**config.mk**
```make
export PLATFORM = sky130hd
export DESIGN_NAME = netfn_cfg_hdr
export DESIGN_NICKNAME = d
export VERILOG_FILES = /design/src/rtl/netfn_cfg_pkg.sv /design/src/rtl/netfn_cfg_decode.sv /design/src/rtl/netfn_cfg_latency.sv /design/src/rtl/netfn_cfg_iobase.sv /design/src/rtl/netfn_cfg_rdmux.sv /design/src/rtl/netfn_cfg_hdr.sv
export SDC_FILE = /design/constraint.sdc
export NUM_CORES = 1
export LEC_CHECK = 0
export ABC_AREA = 1
export BUFFER_PORTS_ARGS = -buffer_cell sky130_fd_sc_hd__buf_4
export CAP_MARGIN = 20
export CORE_MARGIN = 8
export CORE_UTILIZATION = 46
export DETAILED_ROUTE_END_ITERATION = 10
export PLACE_DENSITY = 0.78
export SYNTH_ARGS = -nofsm -noshare
export SYNTH_HDL_FRONTEND = slang
export SYNTH_SLANG_ARGS = --single-unit
```
**constraint.sdc**
```tcl
create_clock -name clk -period 1.1 [get_ports clk]
set_clock_uncertainty 0.15 [all_clocks]
set_input_delay 0.055 -clock clk [delete_from_list [all_inputs] [get_ports clk]]
set_output_delay 0.055 -clock clk [all_outputs]
set_load 0.02 [all_outputs]
```
**src/rtl/netfn_cfg_pkg.sv**
```systemverilog
package netfn_cfg_pkg;

    // Dword positions inside the header; software decodes these offsets.
    localparam int unsigned DW_IDENT  = 0;
    localparam int unsigned DW_CLASS  = 2;
    localparam int unsigned DW_MISC   = 3;
    localparam int unsigned DW_IOBASE = 4;

    localparam logic [7:0] CLASS_NETWORK = 8'h02;
    localparam logic [7:0] SUBCLASS_ETH  = 8'h00;
    localparam logic [7:0] PROG_IFACE    = 8'h00;

    typedef struct packed {
        logic ident;
        logic klass;
        logic misc;
        logic iobase;
        logic none;
    } dw_sel_t;

    typedef struct packed {
        logic [7:0] base_class;
        logic [7:0] sub_class;
        logic [7:0] prog_if;
        logic [7:0] rev;
    } class_dw_t;

    typedef struct packed {
        logic [7:0] self_test;
        logic [7:0] hdr_kind;
        logic [7:0] lat_timer;
        logic [7:0] line_size;
    } misc_dw_t;

    // Spread four byte enables into a 32-bit write mask.
    function automatic logic [31:0] lane_mask(input logic [3:0] be);
        logic [31:0] m;
        for (int i = 0; i < 32; i++) begin
            m[i] = be[i / 8];
        end
        return m;
    endfunction

endpackage

```
**src/rtl/netfn_cfg_decode.sv**
```systemverilog
module netfn_cfg_decode
    import netfn_cfg_pkg::*;
#(
    parameter int unsigned IDX_W = 6
) (
    input  logic [IDX_W-1:0] idx,
    output dw_sel_t          sel
);
    always_comb begin
        sel        = '0;
        sel.ident  = (idx == IDX_W'(DW_IDENT));
        sel.klass  = (idx == IDX_W'(DW_CLASS));
        sel.misc   = (idx == IDX_W'(DW_MISC));
        sel.iobase = (idx == IDX_W'(DW_IOBASE));
        sel.none   = !(sel.ident || sel.klass || sel.misc || sel.iobase);
    end
endmodule

```
**src/rtl/netfn_cfg_latency.sv**
```systemverilog
module netfn_cfg_latency (
    input  logic       clk,
    input  logic       rst,
    input  logic       wr_en,
    input  logic [7:0] wr_byte,
    output logic [7:0] lat_q
);
    always_ff @(posedge clk) begin
        if (rst) begin
            lat_q <= 8'h00;
        end else if (wr_en) begin
            lat_q <= wr_byte;
        end
    end
endmodule

```
**src/rtl/netfn_cfg_iobase.sv**
```systemverilog
module netfn_cfg_iobase
    import netfn_cfg_pkg::*;
#(
    parameter int unsigned WIN_BITS = 8
) (
    input  logic                clk,
    input  logic                rst,
    input  logic                wr_en,
    input  logic [3:0]          be,
    input  logic [31:0]         wdata,
    output logic [31:WIN_BITS]  base_q,
    output logic [31:0]         word
);
    logic [31:0] mask;
    logic        unused_low;

    assign mask       = lane_mask(be);
    assign unused_low = ^{wdata[WIN_BITS-1:0], mask[WIN_BITS-1:0]};

    always_ff @(posedge clk) begin
        if (rst) begin
            base_q <= '0;
        end else if (wr_en) begin
            base_q <= (base_q & ~mask[31:WIN_BITS]) | (wdata[31:WIN_BITS] & mask[31:WIN_BITS]);
        end
    end

    // Low bits are fixed: size bits and reserved bit zero, space indicator one.
    generate
        if (WIN_BITS > 1) begin : g_low
            assign word = {base_q, {(WIN_BITS-1){1'b0}}, 1'b1};
        end else begin : g_min
            assign word = {base_q, 1'b1};
        end
    endgenerate
endmodule

```
**src/rtl/netfn_cfg_rdmux.sv**
```systemverilog
module netfn_cfg_rdmux
    import netfn_cfg_pkg::*;
#(
    parameter logic [15:0] VENDOR_ID = 16'h1F3A,
    parameter logic [15:0] DEVICE_ID = 16'h0C51,
    parameter logic [7:0]  REVISION  = 8'h07
) (
    input  dw_sel_t     sel,
    input  logic [7:0]  lat,
    input  logic [31:0] iobase_word,
    output logic [31:0] rd
);
    class_dw_t cls;
    misc_dw_t  msc;

    always_comb begin
        cls            = '0;
        cls.base_class = CLASS_NETWORK;
        cls.sub_class  = SUBCLASS_ETH;
        cls.prog_if    = PROG_IFACE;
        cls.rev        = REVISION;

        msc            = '0;
        msc.lat_timer  = lat;

        rd = '0;
        if (sel.ident)  rd = {DEVICE_ID, VENDOR_ID};
        if (sel.klass)  rd = cls;
        if (sel.misc)   rd = msc;
        if (sel.iobase) rd = iobase_word;
    end
endmodule

```
**src/rtl/netfn_cfg_hdr.sv**
```systemverilog
module netfn_cfg_hdr
    import netfn_cfg_pkg::*;
#(
    parameter int unsigned IDX_W     = 6,
    parameter int unsigned WIN_BITS  = 8,
    parameter logic [15:0] VENDOR_ID = 16'h1F3A,
    parameter logic [15:0] DEVICE_ID = 16'h0C51,
    parameter logic [7:0]  REVISION  = 8'h07
) (
    input  logic             clk,
    input  logic             rst,
    input  logic [IDX_W-1:0] cfg_idx,
    input  logic [3:0]       cfg_be,
    input  logic [31:0]      cfg_wdata,
    input  logic             cfg_we,
    input  logic             cfg_re,
    output logic [31:0]      cfg_rdata
);
    dw_sel_t              sel;
    logic [7:0]           lat_q;
    logic [31:WIN_BITS]   base_q;
    logic [31:0]          iobase_word;
    logic [31:0]          rd_next;
    logic                 unused_base;

    assign unused_base = ^base_q;

    netfn_cfg_decode #(.IDX_W(IDX_W)) u_dec (
        .idx (cfg_idx),
        .sel (sel)
    );

    netfn_cfg_latency u_lat (
        .clk     (clk),
        .rst     (rst),
        .wr_en   (cfg_we && sel.misc && cfg_be[1]),
        .wr_byte (cfg_wdata[15:8]),
        .lat_q   (lat_q)
    );

    netfn_cfg_iobase #(.WIN_BITS(WIN_BITS)) u_iob (
        .clk    (clk),
        .rst    (rst),
        .wr_en  (cfg_we && sel.iobase),
        .be     (cfg_be),
        .wdata  (cfg_wdata),
        .base_q (base_q),
        .word   (iobase_word)
    );

    netfn_cfg_rdmux #(
        .VENDOR_ID (VENDOR_ID),
        .DEVICE_ID (DEVICE_ID),
        .REVISION  (REVISION)
    ) u_mux (
        .sel         (sel),
        .lat         (lat_q),
        .iobase_word (iobase_word),
        .rd          (rd_next)
    );

    always_ff @(posedge clk) begin
        if (rst) begin
            cfg_rdata <= '0;
        end else if (cfg_re) begin
            cfg_rdata <= rd_next;
        end
    end
endmodule

```
Word-level counts from Yosys, hierarchy flattened

Index checks and enable logic that the tools add are counted.

Register bits after elaboration: 64
Bits of input ports: 46
Output and inout bits: 32
Word-level logic and storage cells: 18

Eq/ne operators: 3
Multiplexer cells: 4
Bitwise logic cells: 4
Reductions and logical operators: 4

Operators by type and width:

| operator             | number |
|---|---|
| $mux W28             | 3 |
| $and A24 B24 Y24     | 2 |
| $mux W32             | 1 |
| $not A24 Y24         | 1 |
| $or A24 B24 Y24      | 1 |
| $eq A6 B2 Y1 const B | 2 |
| $eq A6 B3 Y1 const B | 1 |
| $logic_not A6 Y1     | 1 |
| $logic_and A1 B1 Y1  | 3 |

Depth between registers and ports, before layout

Depth after elaboration: 5
Mapped depth: 8
Mapped depth without buffers: 7

Hierarchy

From an unflattened synthesis, not the netlist that was laid out.

Cells, all modules: 546
Area, all modules: 3430.8 sq um

By module, submodules not included:

| module            | instances | cells each | area each (sq um) |
|---|---|---|---|
| netfn_cfg_hdr     | 1         | 206        | 1352.5 |
| netfn_cfg_iobase  | 1         | 187        | 1231.2 |
| netfn_cfg_rdmux   | 1         | 84         | 415.4 |
| netfn_cfg_latency | 1         | 51         | 341.6 |
| netfn_cfg_decode  | 1         | 18         | 90.1 |

Worst setup path after synthesis

OpenSTA, ideal clock, no wires.

Path type: input port to flip-flop
Start point: input port cfg_idx[2]
End point: register with a tool-made name
Library setup time: 113 ps
Data arrival time: 864 ps
Setup slack: -27 ps
Stages: 8
Buffers on the path: 1
Cells stage by stage: inv_1 nor2_4 nand3_4 nor2_4 buf_6 nand3b_1 nand2_1 nor2_1

RTL lines:

| element            | RTL line            | RTL |
|---|---|---|
| start: declaration | netfn_cfg_hdr.sv:12 | `input logic [IDX_W-1:0] cfg_idx,` |

==> reports/metrics.csv <==
stage,metric,value,unit
worst_hold_path,hold_end,cfg_rdata[29],
yosys,ys_types,25,
critical_path,crit_family,simple AND/OR/NAND/NOR gates,
die,core,5470,um^2
global_routing,antenna_found_initial,0,
finish,register_area,1200,um^2
critical_path,crit_path_cell_trace,buf_4 -> nor2_8 -> nand3_4 -> buf_4 -> nor2_4 -> buf_12 -> nand3b_1 -> nand2_1 -> nor2_1,
drt,post-route-drc-count,0,
status,outcome,"finished, violations left",
global_routing,gr-total-overflow,0,
die,die-area,8320,um^2
drt,dr.pass1.iters,4,
place,dp_hpwl,4.82,mm
critical_path,path_buf_inv,3,
yosys,syn_inst,353,
finish,utilization,0.701,
power,power_leakage,1.76,nW
finish,drive_above_1_share,0.261,
critical_path,cp_data_arrival_time,1.16,ns
die,rows,27,
place,gp_congestion,0.839,
sta,rsz0062_at_grt,true,
yosys,synth_top_cell_area_share,0.462,
worst_hold_path,hp-start,rst,
critical_path,end_kind,register,
clock_network,clk_transition_reported_paths,0.06,ns
critical_path,critPathSlowestCell,nor2_8,
critical_path,cp_common_cell,buf_4,
critical_path,r2r_setup_slack,0.17,ns
yosys,synth.area.mux_share,0,
finish,fin_nets,514,
critical_path,cp_slowest_stage_delay,0.16,ns
global_routing,grt_pass1_vias,2719,
clock_network,cts_tree,yes,
clock_network,cts_sinks,60,
global_routing,grt_pass1_wl,12.6,mm
finish,syn2layout_area_growth,47.5,%
clock_network,cts.path.max_buffers,2,
yosys,synth_fa_ha_area_frac,0,
yosys,avgSynthCellArea,7.37,um^2
critical_path,worstPathMaxFanout,16,
yosys,synthesis.area,2600,um^2
critical_path,crit_required,1.18,ns
finish,multi_input_area,1230,um^2
sta,setup_tns,0,ns
critical_path,start_kind,primary input,
clock_network,numCtsBuffers,9,
yosys,yosys_warnings,0,
die,fp.dieW,91.2,um
yosys,yosys.area_share.simple,0.378,
sta,fmax,930,MHz
finish,num-fill-cells,435,
global_routing,track_usage,0.183,
sta,finalCriticalPeriod,1.07,ns
sta,hold_violations,3,
yosys,synth_area_leader_cell,dfxtp_1,
finish,design_area,3840,um^2
yosys,synthXorXnorAreaFrac,0,
power,peakVddDrop,0.758,mV
status,violations,negative hold slack,
clock_network,clk_latency,0.33,ns
critical_path,r2r_end,cfg_rdata[27],
sta,fin_crit_sh,0.977,
global_routing,grt_max_degree,24,
finish,antenna_cells,0,
yosys,synth_top_family_by_area,simple AND/OR/NAND/NOR gates,
drt,drt_iter0_markers,164,
place,placed_cell_area,3290,um^2
critical_path,critPathKind,primary input to register,
drt,viasPerCell,5.08,
critical_path,worstRegToRegCells,4,
place,io_buffers,66,
sta,finalSetupViolCount,0,
die,initial_utilization,0.476,
clock_network,cts-root-buf,clkbuf_8,
power,powerDensity,1170,nW/um^2
die,ios,78,
sta,whs,-0.0504,ns
drt,vias,2762,
die,die_h,91.2,um
yosys,synth_area_leaders,"dfxtp_1, nor2_1, nand2_1",
drt,avgRoutedWirePerCell,14.0,um
drt,drt-total-wl,7.63,mm
clock_network,cts_max_level,3,
yosys,synth_seq_cells,60,
yosys,synth_compound_area_frac,0.0861,
worst_hold_path,min_path_type,primary input to register,
yosys,yosysSeqAreaShare,0.462,
worst_hold_path,hold_depth,4,
sta,drv_slew,0,
drt,ant_nets,0,
flow_run,max_cap_viol_count,0,
[how the worst max path moves through the flow]
stage | startpoint | to | cells after the start
final | cfg_idx[4] | register | 9
after global routing | cfg_idx[4] | register | 7
after detailed placement | cfg_idx[5] | register | 7
after CTS | cfg_rdata[5] | cfg_rdata[3] | 1
after global placement | cfg_idx[5] | register | 7
after floorplan | cfg_idx[2] | register | 8
[cell families after synthesis]
kind of cell / Yosys count
other cells: 1
buf+inv: 42
simple gates: 206
compound gates: 44
flops: 60
[per-layer routing]
layer  part of all wire  GRT usage  vias to the layer above  wire [um]
met5                  0          0                        -          0
met4              0.034     0.0969                        0        261
met3              0.071     0.0502                       26        544
met2               0.49      0.307                      111       3720
met1               0.41      0.206                     1261       3100
li1                   -          -                     1364          -
[worst reg2reg max path: cells and delay by family (launching register included)]
family                 cells  cell delay, ns
buffers and inverters      1            0.06
AOI/OAI and AO/OA          1            0.20
DFF                        1            0.34
and+or+nand+nor            2            0.15
[through the flow]
step	hold slack, ns	cells	setup WS, ns	power [W]
after floorplan	0.0399	354	0.000498	0.00246
after global placement	0.142	493	-0.194	0.00268
after detailed placement	0.150	493	-0.248	0.00268
after CTS	-0.00274	539	0.0188	0.00448
after global routing	-0.0383	544	-0.0424	0.00466
final	-0.0504	544	0.0251	0.00449
[timing repair]
action	in CTS	in global routing
hold buffers	31	2
endpoints found under the hold margin	49	10
resized for setup	0	9
setup endpoints to repair	0	15
setup buffers	0	5
[final cells by class]
cell class,count,area share
multi-input cells,252,0.320
flip-flops and latches,60,0.313
repair buffers,123,0.278
clock buffers,13,0.0414
well taps,72,0.0235
inverters,22,0.0215
clock inverters,2,0.00261
[cell usage in the layout (no fill, tap or decap), types with 2 or more instances in the layout]
cell type,instances
o21ai_0,27
nand2_1,66
nor3_1,11
dfxtp_1,59
clkbuf_1,2
inv_1,21
nor2_4,5
nand4_1,8
buf_4,87
buf_12,5
a21oi_1,13
clkinv_2,2
nor3_4,2
dlygate4sd3_1,30
nand3_1,11
conb_1,2
nand3b_1,16
clkbuf_8,11
nor2_2,5
nor2_1,78
o21ai_1,2
[cell usage after synthesis (all sizes together)]
library cell	number
nor2	89
nand2	68
dfxtp	60
o21ai	29
inv	22
nand3b	16
a21oi	13
nor3	13
nand3	12
buf	11
clkbuf	9
nand4	8
a31oi	1
conb	1
o211ai	1
[report_power, final]
part	total [W]	leakage, nW	switching [W]	internal [W]
logic	0.000550	1.19	0.000262	0.000289
registers	0.00220	0.485	0.0000119	0.00219
clock network	0.00173	0.0893	0.000813	0.000922
total	0.00449	1.76	0.00109	0.00340
No activity file was read; power rests on OpenSTA's default activity.
